===== src/rtl/sar_pkg.sv =====
package sar_pkg;

    typedef enum logic [1:0] {
        ST_IDLE,
        ST_SETUP,
        ST_BITS,
        ST_STORE
    } sar_state_e;

endpackage


===== src/rtl/sar_prescale.sv =====
module sar_prescale #(
    parameter int DIV_W = 2
) (
    input  logic             clk,
    input  logic             rst_n,
    input  logic             restart,
    input  logic             run,
    input  logic [DIV_W-1:0] div_sel,
    output logic             tick
);
    localparam int PRE_W = 1 << DIV_W;

    logic [DIV_W-1:0] sel_q;
    logic [PRE_W-1:0] pre_cnt;
    logic [PRE_W-1:0] limit;
    logic [PRE_W:0]   span;

    always_comb begin
        span  = ({{PRE_W{1'b0}}, 1'b1} << sel_q) << 1;
        limit = span[PRE_W-1:0] - PRE_W'(1);
    end

    assign tick = run && (pre_cnt == limit);

    always_ff @(posedge clk or negedge rst_n) begin
        if (!rst_n) begin
            sel_q   <= '0;
            pre_cnt <= '0;
        end else if (restart) begin
            sel_q   <= div_sel;
            pre_cnt <= '0;
        end else if (run) begin
            if (pre_cnt == limit) begin
                pre_cnt <= '0;
            end else begin
                pre_cnt <= pre_cnt + PRE_W'(1);
            end
        end
    end

endmodule


===== src/rtl/sar_fsm.sv =====
module sar_fsm
    import sar_pkg::*;
#(
    parameter int RES_W     = 12,
    parameter int SEL_W     = 4,
    parameter int CH_N      = 8,
    parameter int SETUP_CYC = 12,
    parameter int STEP_CYC  = 4,
    localparam int CH_W     = $clog2(CH_N)
) (
    input  logic             clk,
    input  logic             rst_n,
    input  logic             trig,
    input  logic [SEL_W-1:0] chan_sel,
    input  logic             tick,
    input  logic             cmp_in,
    output logic             start,
    output logic             busy,
    output logic             load,
    output logic [CH_W-1:0]  mux_sel,
    output logic [RES_W-1:0] code
);
    localparam int CNT_W = (SETUP_CYC > STEP_CYC) ? $clog2(SETUP_CYC) : $clog2(STEP_CYC);
    localparam logic [CNT_W-1:0] SETUP_LAST = CNT_W'(SETUP_CYC - 1);
    localparam logic [CNT_W-1:0] STEP_LAST  = CNT_W'(STEP_CYC - 1);
    localparam logic [RES_W-1:0] TOP_BIT    = {1'b1, {(RES_W-1){1'b0}}};

    sar_state_e       state, state_nx;
    logic [CNT_W-1:0] cnt;
    logic [RES_W-1:0] mask;
    logic             chan_ok;
    logic             setup_end;
    logic             step_end;

    assign chan_ok   = (chan_sel < SEL_W'(CH_N));
    assign start     = (state == ST_IDLE) && trig && chan_ok;
    assign busy      = (state == ST_SETUP) || (state == ST_BITS);
    assign load      = (state == ST_STORE);
    assign setup_end = tick && (cnt == SETUP_LAST);
    assign step_end  = tick && (cnt == STEP_LAST);

    always_ff @(posedge clk or negedge rst_n) begin
        if (!rst_n) begin
            state <= ST_IDLE;
        end else begin
            state <= state_nx;
        end
    end

    always_comb begin
        state_nx = state;
        unique case (state)
            ST_IDLE:  if (start) state_nx = ST_SETUP;
            ST_SETUP: if (setup_end) state_nx = ST_BITS;
            ST_BITS:  if (step_end && mask[0]) state_nx = ST_STORE;
            ST_STORE: state_nx = ST_IDLE;
            default:  state_nx = ST_IDLE;
        endcase
    end

    always_ff @(posedge clk or negedge rst_n) begin
        if (!rst_n) begin
            cnt     <= '0;
            mask    <= TOP_BIT;
            code    <= '0;
            mux_sel <= '0;
        end else begin
            unique case (state)
                ST_IDLE: begin
                    if (start) begin
                        mux_sel <= chan_sel[CH_W-1:0];
                        code    <= '0;
                        cnt     <= '0;
                        mask    <= TOP_BIT;
                    end
                end
                ST_SETUP: begin
                    if (setup_end) begin
                        cnt  <= '0;
                        code <= mask;
                    end else if (tick) begin
                        cnt <= cnt + CNT_W'(1);
                    end
                end
                ST_BITS: begin
                    if (step_end) begin
                        cnt  <= '0;
                        mask <= mask >> 1;
                        code <= (cmp_in ? code : (code & ~mask)) | (mask >> 1);
                    end else if (tick) begin
                        cnt <= cnt + CNT_W'(1);
                    end
                end
                ST_STORE: begin
                    cnt <= '0;
                end
                default: begin
                    cnt <= '0;
                end
            endcase
        end
    end

endmodule


===== src/rtl/sar_result.sv =====
module sar_result #(
    parameter int RES_W = 12,
    parameter int HI_W  = 8,
    parameter int LO_W  = 8
) (
    input  logic             clk,
    input  logic             rst_n,
    input  logic             start,
    input  logic             load,
    input  logic [RES_W-1:0] code,
    output logic [HI_W-1:0]  data_hi,
    output logic [LO_W-1:0]  data_lo,
    output logic             done_flag,
    output logic             irq
);
    localparam int HI_USED = RES_W - LO_W;
    localparam int HI_PAD  = HI_W - HI_USED;

    always_ff @(posedge clk or negedge rst_n) begin
        if (!rst_n) begin
            data_hi   <= '0;
            data_lo   <= '0;
            done_flag <= 1'b0;
            irq       <= 1'b0;
        end else begin
            irq <= load;
            if (load) begin
                data_hi   <= {{HI_PAD{1'b0}}, code[RES_W-1:LO_W]};
                data_lo   <= code[LO_W-1:0];
                done_flag <= 1'b1;
            end else if (start) begin
                done_flag <= 1'b0;
            end
        end
    end

endmodule


===== src/rtl/sar_seq.sv =====
module sar_seq #(
    parameter int RES_W     = 12,
    parameter int SEL_W     = 4,
    parameter int CH_N      = 8,
    parameter int DIV_W     = 2,
    parameter int SETUP_CYC = 12,
    parameter int STEP_CYC  = 4,
    parameter int HI_W      = 8,
    parameter int LO_W      = 8,
    localparam int CH_W     = $clog2(CH_N)
) (
    input  logic             clk,
    input  logic             rst_n,
    input  logic             trig,
    input  logic [SEL_W-1:0] chan_sel,
    input  logic [DIV_W-1:0] div_sel,
    input  logic             cmp_in,
    output logic [CH_W-1:0]  mux_sel,
    output logic [RES_W-1:0] dac_code,
    output logic [HI_W-1:0]  data_hi,
    output logic [LO_W-1:0]  data_lo,
    output logic             done_flag,
    output logic             irq
);
    logic start;
    logic busy;
    logic load;
    logic tick;

    sar_prescale #(
        .DIV_W (DIV_W)
    ) u_prescale (
        .clk     (clk),
        .rst_n   (rst_n),
        .restart (start),
        .run     (busy),
        .div_sel (div_sel),
        .tick    (tick)
    );

    sar_fsm #(
        .RES_W     (RES_W),
        .SEL_W     (SEL_W),
        .CH_N      (CH_N),
        .SETUP_CYC (SETUP_CYC),
        .STEP_CYC  (STEP_CYC)
    ) u_fsm (
        .clk      (clk),
        .rst_n    (rst_n),
        .trig     (trig),
        .chan_sel (chan_sel),
        .tick     (tick),
        .cmp_in   (cmp_in),
        .start    (start),
        .busy     (busy),
        .load     (load),
        .mux_sel  (mux_sel),
        .code     (dac_code)
    );

    sar_result #(
        .RES_W (RES_W),
        .HI_W  (HI_W),
        .LO_W  (LO_W)
    ) u_result (
        .clk       (clk),
        .rst_n     (rst_n),
        .start     (start),
        .load      (load),
        .code      (dac_code),
        .data_hi   (data_hi),
        .data_lo   (data_lo),
        .done_flag (done_flag),
        .irq       (irq)
    );

endmodule


===== config.mk =====
export PLATFORM = sky130hd
export DESIGN_NAME = sar_seq
export DESIGN_NICKNAME = d
export VERILOG_FILES = /design/src/rtl/sar_pkg.sv /design/src/rtl/sar_prescale.sv /design/src/rtl/sar_fsm.sv /design/src/rtl/sar_result.sv /design/src/rtl/sar_seq.sv
export SDC_FILE = /design/constraint.sdc
export NUM_CORES = 1
export LEC_CHECK = 0
export ABC_CLOCK_PERIOD_IN_PS = 7600
export BUFFER_PORTS_ARGS = -buffer_cell sky130_fd_sc_hd__buf_2
export CORE_AREA = 2 2 79 81
export CTS_CLUSTER_DIAMETER = 50
export CTS_CLUSTER_SIZE = 30
export DETAILED_ROUTE_END_ITERATION = 7
export DIE_AREA = 0 0 81 83
export GPL_TIMING_DRIVEN = 0
export MAX_ROUTING_LAYER = met4
export PLACE_DENSITY = 0.69
export SLEW_MARGIN = 20
export SYNTH_ARGS = -nofsm -noshare
export SYNTH_HDL_FRONTEND = slang
export SYNTH_SLANG_ARGS = --single-unit

===== constraint.sdc =====
create_clock -name clk -period 7.6 [get_ports clk]
set_clock_uncertainty 0.1 [all_clocks]
set_input_delay 1.52 -clock clk [delete_from_list [all_inputs] [get_ports clk]]
set_output_delay 1.52 -clock clk [all_outputs]
set_load 0.005 [all_outputs]

==> results.txt, run 1 <==
The actual slew at the worst max-slew pin is 674 ps. The remaining number of nets flagged by the antenna check after routing is 0. In this run the worst path has a maximum fanout of 10. The final-report max-slew violation count is 0.

In this run the most critical hold path is launched from u_fsm.mux_sel[1]$_DFFE_PN0P_. The count of maximum capacitance violations is 0. The tightest hold margin came out at 379 ps. The number of antenna violations at the first check in global routing was 0. The min-delay analysis places its worst path in the category reg2reg. The overall die area is 0.00672 mm2. For this design the ratio of total power to cell area is 338 mW/mm2.

The clock latency of the later-clocked register in the worst-skew pair came out at 310 ps. In the synthesized netlist the async set-or-reset flop fraction comes to 1.00. Dividing the final minimum period by the clock period gives 0.417.

The number of hold-repair buffers added at the cts stage came out at 0. The final worst-path setup slack is 4430 ps. The total length of routed wires is 5.87 mm.

The CTS clock-pin slew for the worst setup and hold paths came out at 90 ps. The average wire per standard cell came out at 15.1 um. Data on the critical path arrives at its endpoint at 3270 ps.

In the routed design, unresolved DRC markers number 0. The via count of the first global-routing pass is 2120. The fraction of final layout cells sized beyond drive strength 1 is 0.307. The relative slew slack came out at 0.550. The cell count after synthesis came out at 264. The number of H-tree branching levels is 2. The critical path goes through buf_2 > nand2b_1 > and2_2 > buf_2 > nor3_1 > o21a_1 > buf_2 > mux2_2.

The area overhead of the layout relative to synthesis came out at 15.3%. The total of buffers placed on input and output ports is 38. The number of flops mapped to enable cells by yosys came out at 0. The startpoint of the worst register-to-register path is u_fsm.state[0]$_DFFE_PN0P_. The cell that appears most often on the critical path is buf_2. Subtracting the final worst setup slack from the clock period gives 3170 ps. The total area inside the core boundary comes to 0.00582 mm2. The total overflow left after global routing is 0.

The count of unique library cells instantiated by Yosys came out at 61. Yosys printed 0 warnings. The largest total area in the synthesized netlist belongs to dfrtp_1.

The first-pass iteration count of the detailed router came out at 4. Clock tree synthesis selected as its root buffer the cell clkbuf_8. Clock tree synthesis inserted a total of 5 buffers. The number of endpoints with negative hold slack in the final report came to 0. In this run the cell area of the synthesized design comes to 0.00282 mm2. On the critical path, the stage with the largest delay is an instance of mux2_2. The leakage dissipation is 0.00158 uW. The top-level port count is 43.

The total number of vias came out at 2125. The number of failing setup endpoints in the final timing report is 0. Row generation in the floorplan step produced 28 rows.

Setup repair after global routing left no endpoint under its margin. The clock net in this run drives a total of 53 sinks. The largest vdd supply drop is 160 uV. For hold timing, the worst endpoint is u_fsm.mux_sel[1]$_DFFE_PN0P_. Once detailed placement completed, the half-perimeter wirelength came to 3.94 mm. The flip-flop and latch count after synthesis is 53.

The die width came out at 81 um. STA classifies the critical path endpoint as a flip-flop. The worst setup path is launched from an input pin. The kind of cell with the highest combined delay along the critical path is simple AND/OR/NAND/NOR gates.

The worst hold path depth came out at 2. The highest cell delay on the worst timing path is 380 ps. For this run, the register share of the synthesized area comes to 0.470. The antenna diode instance count came out at 0. The initial standard-cell utilization of the core came out at 0.486. The depth of the most critical reg-to-reg path is 8. The per-instance average area after synthesis is 10.7 um2.

TritonCTS built the clock tree. The number of buffers between clock root and the deepest sink came out at 2. The vias per cell is 5.48. The proportion of netlist area held by the largest area contributor came out at 0.461. At the end of the flow, the number of nets in the layout was 329.

Routability-driven placement finished with a final weighted congestion of 0.857. The critical path in this run is classified as in2reg. In this run the critical register-to-register path is captured at u_fsm.code[5]$_DFFE_PN0P_. The first global-routing pass estimated 10.1 mm of wire. Measured along the y axis, the die boundary spans 83 um.

The number of buffers and inverters on the critical path is 3. The flow ran to the end, and the final reports show no timing, DRC or antenna violations. Adding up every negative setup slack in the final design gives 0 ps. Across all register-to-register paths, the minimum setup slack is 4820 ps. The number of gates given a new drive strength after cts came out at 0.

The worst setup slack after placement came out at 4080 ps. The maximum number of pins on one net before global-route repair came out at 54. The first routing iteration left 121 violations. STA puts the critical path data required time at 7700 ps. The total routing usage reported by global routing came out at 0.196. The most instantiated flip-flop cell in the synthesis netlist is dfrtp_1.

Sorting the synthesized cells by area gives the leading types as dfrtp_1 46%, mux2_2 9.6%, a21boi_0 6.1%, nand2_1 4.4%, a22o_1 3.7%. Derived from the worst setup path, the maximum achievable clock frequency is 315 MHz. The buffers inserted during post-CTS setup optimization came out at 0.
[synth_stat cells, types with 2 or more instances]
library cell / count
nor2b_1: 2
nand2_1: 33
a21oi_1: 9
nand2b_1: 2
a22o_1: 12
nand3_1: 2
nor2_1: 9
clkbuf_1: 6
dfrtp_1: 52
and3_1: 2
buf_6: 3
buf_4: 6
ha_1: 7
buf_2: 4
mux2_2: 24
o21ai_0: 14
o31ai_1: 4
a21boi_0: 23
inv_1: 7
o22ai_1: 2
[tightest hold or removal path, stage by stage (launching register included)]
cell and delay (ps):
dfrtp_1 350, nand2_1 50, nand2_1 50
[placed cells by master (no fill, tap or decap), types with 2 or more instances in the layout]
cell type,Yosys,final
ha_1,7,7
nor2b_1,2,2
o22ai_1,2,2
a21oi_1,9,9
dfrtp_1,52,52
o21ai_0,14,14
and3_1,2,2
bufinv_16,0,2
conb_1,1,4
o31ai_1,4,4
clkbuf_8,0,5
clkbuf_1,6,6
buf_2,4,41
mux2_2,24,24
nand2_1,33,33
inv_1,7,7
nand3_1,2,2
nor2_1,9,9
a21boi_0,23,23
buf_6,3,3
a22o_1,12,12
buf_4,6,7
nand2b_1,2,2
[layout make-up]
| class | count | area, um2 |
|---|---|---|
| plain buffers | 19 | 121 |
| flip-flops and latches | 53 | 1330 |
| clock inverters | 3 | 65.1 |
| fillers | 532 | 2560 |
| inverters | 7 | 26.3 |
| clock buffers | 5 | 68.8 |
| well taps | 75 | 93.8 |
| multi-input cells | 188 | 1360 |
| repair buffers | 38 | 193 |
[routing by layer]
metal  wire length [um]  global-route usage  share of wire
met1               2750               0.253           0.47
met2               2870               0.304           0.49
met3                154              0.0413          0.026
met4                 93              0.0678          0.016
met5                  0                   -              0
[through the flow]
stage | power [uW] | area (um2) | std cells | util
2_1_floorplan | 743 | 2840 | 267 | -
5_1_grt | 1180 | 3260 | 388 | 0.560
3_5_place_dp | 880 | 3120 | 380 | 0.537
4_1_cts | 1110 | 3260 | 388 | 0.560
3_3_place_gp | 872 | 3120 | 380 | 0.536
6_report | 1100 | 3260 | 388 | 0.560
[power breakdown]
part           internal (uW)  total [uW]  switching [uW]
logic                    217         498             281
clock network            131         226            95.5
registers                331         375            43.9
total                    680        1100             420
[cell families (layout without fill, tap and decap cells)]
group                    after synthesis  count (layout)  synth area share
AO/OA/AOI/OAI                         81              81             0.210
AND/OR/NAND/NOR                       69              69             0.129
flip-flops                            53              53             0.470
multiplexers                          26              26             0.103
buffers and inverters                 26              72            0.0523
adder cells (fa/ha/maj)                7               7            0.0310
other                                  1               4           0.00133
XOR/XNOR                               1               1           0.00310
[flip-flops by register name, indices dropped and copies added (netlist names)]
name / flops
u_fsm.mask: 12
u_result.done_flag: 1
u_result.irq: 1
u_result.data_hi: 4
u_fsm.code: 12
u_fsm.state: 2
u_result.data_lo: 8
u_prescale.pre_cnt: 4
u_fsm.cnt: 4
u_fsm.mux_sel: 3
u_prescale.sel_q: 2
[worst max path at each step]
stage	depth (start not counted)	endpoint	start
floorplan	7	u_fsm.code[0]$_DFFE_PN0P_	chan_sel[3]
global placement	8	u_fsm.code[7]$_DFFE_PN0P_	chan_sel[3]
detailed placement	8	u_fsm.code[5]$_DFFE_PN0P_	chan_sel[3]
CTS	8	u_fsm.code[5]$_DFFE_PN0P_	chan_sel[3]
global route	8	u_fsm.code[1]$_DFFE_PN0P_	chan_sel[3]
finish	8	u_fsm.code[5]$_DFFE_PN0P_	chan_sel[3]
(Power assumes the default switching activity.)
==> run 2: changes to the inputs <==
--- a/config.mk
+++ b/config.mk
@@ -5,7 +5,7 @@
 export SDC_FILE = /design/constraint.sdc
 export NUM_CORES = 1
 export LEC_CHECK = 0
-export ABC_CLOCK_PERIOD_IN_PS = 7600
+export ABC_CLOCK_PERIOD_IN_PS = 2750
 export BUFFER_PORTS_ARGS = -buffer_cell sky130_fd_sc_hd__buf_2
 export CORE_AREA = 2 2 79 81
 export CTS_CLUSTER_DIAMETER = 50
@@ -14,7 +14,7 @@
 export DIE_AREA = 0 0 81 83
 export GPL_TIMING_DRIVEN = 0
 export MAX_ROUTING_LAYER = met4
-export PLACE_DENSITY = 0.69
+export PLACE_DENSITY = 0.72
 export SLEW_MARGIN = 20
 export SYNTH_ARGS = -nofsm -noshare
 export SYNTH_HDL_FRONTEND = slang
==> constraint.sdc (replaced) <==
create_clock -name clk -period 2.75 [get_ports clk]
set_clock_uncertainty 0.1 [all_clocks]
set_input_delay 0.55 -clock clk [delete_from_list [all_inputs] [get_ports clk]]
set_output_delay 0.55 -clock clk [all_outputs]
set_load 0.005 [all_outputs]
==> run 2 against run 1 <==
Cell area decreased by 1.2%. First-iteration DRC count grew 1.7%. Critical path depth unchanged. Setup slack got worse by 4300 ps. Critical endpoint is now u_fsm.code[0]$_DFFE_PN0P_.
==> results.txt, run 2 (same netlist as run 1, synthesis figures left out) <==
The overall overflow remaining after global route came out at 0 (unchanged). The placed instance area came out at 0.00312 mm2 (unchanged). The largest driver fanout on the critical path came out at 10 (unchanged). The final RePlAce weighted congestion is 0.797 (-6.9%). The time the final worst path needs with I/O delays and setup is 2640 ps. TritonCTS built the clock tree.

The cell-internal power is 1720 uW (+150%). The flow ran to the end, and the final reports show no timing, DRC or antenna violations. The total CTS buffers came to 5 (unchanged).

The number of H-tree branching levels is 2 (unchanged). The number of buffers between clock root and the deepest sink is 2 (unchanged). The count of unresolved DRC violations after routing was 0 (unchanged). The worst setup path is launched from a flip-flop. The sequential fraction of design power is 0.360 (+0.019). The net switching component of the power is 1180 uW (+180%).

The via count of the first global-routing pass was 2154 (+1.6%). The actual slew at the worst max-slew pin came out at 691 ps (+16.4 ps). The maximum number of pins on one net before global-route repair came to 54 (unchanged). The leakage dissipation is 0.00155 uW (-2.0%). The clock group share of total power is 0.157 (-0.049). The slowest stage of the critical path belongs to the cell dfrtp_1. The ratio of total power to cell area came out at 899 mW/mm2 (+170%).

The die width came to 81 um (unchanged). The total number of vias is 2151 (+1.2%). The die span in y came out at 83 um (unchanged). The number of endpoints with negative hold slack in the final report is 0 (unchanged).

The highest cell delay on the worst timing path came out at 430 ps (+50 ps). The largest vdd supply drop is 347 uV (+120%). The initial standard-cell utilization of the core is 0.486 (unchanged).

The worst setup slack after placement is 53.8 ps (-4030 ps). The top-level port count is 43 (unchanged). The final worst-path setup slack came to 115 ps (-4310 ps). The sum of negative setup slack came out at 0 ps (unchanged). Derived from the worst setup path, the maximum achievable clock frequency is 379 MHz.

The first-pass iteration count of the detailed router is 4 (unchanged). The number of failing setup endpoints in the final timing report is 0 (unchanged). The total number of clock tree sinks is 53 (unchanged). The buffers inserted during post-CTS setup optimization came out at 0 (unchanged). The iteration-0 DRC count of the detailed router is 123 (+1.7%). The final-report max-slew violation count was 0 (unchanged). The library cell used most frequently in the layout, excluding fill and tap cells, is dfrtp_1. The average wire per standard cell came to 15.7 um (+3.5%). The fraction of final layout cells sized beyond drive strength 1 came out at 0.307 (unchanged). Traced cell by cell, the critical path runs through inv_1 > ha_2 > or2b_2 > a22o_1 > nor3_1 > o21a_1 > buf_6 > mux2_2. The count of maximum capacitance violations came out at 0 (unchanged). The total routing usage reported by global routing came out at 0.198 (+0.00228).

The vias per cell is 5.54 (+1.2%). The final critical-path share of the clock period came out at 0.958. The arrival time at the worst endpoint was 2740 ps (-530 ps).

The worst setup path is captured at a flip-flop. The total core area came to 0.00582 mm2 (unchanged). The relative slew slack came out at 0.538 (-0.0127). The CTS clock-pin slew for the worst setup and hold paths is 100 ps (about the same). The clock latency of the later-clocked register in the worst-skew pair was 310 ps (about the same). The total of buffers placed on input and output ports is 38 (unchanged). The placed wire-length estimate after detailed placement came out at 4.03 mm (+2.2%). The post-route standard cell area excluding fillers is 0.00322 mm2 (-1.2%).

The total number of nets in the final design is 329 (unchanged). The overall die area came to 0.00672 mm2 (unchanged). The worst endpoint required time is 2850 ps (-4850 ps). The site row count came out at 28 (unchanged). The antenna diode instance count was 0 (unchanged). The category of the critical setup timing path is reg2reg. The remaining number of nets flagged by the antenna check after routing is 0 (unchanged).

The total length of routed wires came out at 6.07 mm (+3.5%). In the final layout, the registers with the most flip-flops are u_fsm.code (12), u_fsm.mask (12), u_result.data_lo (8). Setup repair after global routing left no endpoint under its margin.

The number of antenna violations at the first check in global routing was 0 (unchanged). Relative to the synthesized area, the layout overhead comes to 14.0%. The net switching fraction of the power is 0.406 (+0.0243). The min-delay analysis places its worst path in the category in2async. The first-pass GRT wire length is 10.3 mm (+1.2%).

The cell sitting at the root of the clock tree is a clkbuf_8. The top cell types in the final layout, fill and taps aside, are 52 x dfrtp_1, 40 x buf_2, 33 x nand2_1. The combinational share of power came out at 0.483 (+0.030).
[run 2: metrics by stage]
stage                     power (uW)  hold slack (ps)  instances  utilization
after global routing            3120              236        388        0.553
after global placement          2400              356        380        0.536
after floorplan                 2050              154        267            -
after CTS                       2890              201        388        0.552
after detailed placement        2420              362        380        0.537
final                           2890              164        388        0.553
[run 2: final timing paths]
path / to / slack, ps / cells after the start / start
worst max-delay path: u_fsm.code[0]$_DFFE_PN0P_ / 110 / 8 / u_fsm.state[0]$_DFFE_PN0P_
worst min-delay path: u_fsm.cnt[3]$_DFFE_PN0N_ / 160 / 1 / rst_n
worst max register to register: u_fsm.code[0]$_DFFE_PN0P_ / 110 / 8 / u_fsm.state[0]$_DFFE_PN0P_
worst min register to register: u_fsm.mux_sel[1]$_DFFE_PN0P_ / 380 / 2 / u_fsm.mux_sel[1]$_DFFE_PN0P_
max in group asynchronous: u_fsm.mux_sel[1]$_DFFE_PN0P_ / 1920 / 1 / rst_n
min in group clk: u_prescale.sel_q[1]$_DFFE_PN0P_ / 320 / 3 / div_sel[1]
[run 2: area by class of cell]
| class | instances | area [um2] |
|---|---|---|
| clock inverters | 2 | 15.0 |
| flip-flops and latches | 53 | 1330 |
| inverters | 7 | 26.3 |
| repair buffers | 38 | 193 |
| well taps | 75 | 93.8 |
| clock buffers | 6 | 72.6 |
| fillers | 543 | 2600 |
| plain buffers | 19 | 128 |
| multi-input cells | 188 | 1360 |
[run 2: repair_timing]
action / 4_1_cts / 5_1_grt
setup endpoints to repair: 0 / 10
hold buffers: 0 / 0
endpoints found under the hold margin: 0 / 0
resized for setup: 0 / 4
[run 2: routing by layer]
metal	routed length, um	GRT usage	up-vias
met1	2790	0.256	1071
met5	0	-	-
li1	-	-	1041
met4	64	0.0524	0
met2	3000	0.316	32
met3	222	0.0424	7
[run 2: critical path: cells and delay by family (launching register included)]
family	cells	cell delay, ps
simple gates	2	550
compound gates	2	450
flops	1	430
fa+ha+maj	1	380
mux	1	340
buf+inv	2	280
[run 2: power by group through the flow]
| stage | logic (uW) | registers, uW | clock network, uW |
|---|---|---|---|
| floorplan | 1020 | 1030 | 0 |
| CTS | 1380 | 1040 | 461 |
| finish | 1400 | 1040 | 453 |
| detailed placement | 1370 | 1050 | 0 |
| global placement | 1350 | 1050 | 0 |
| global route | 1560 | 1070 | 492 |
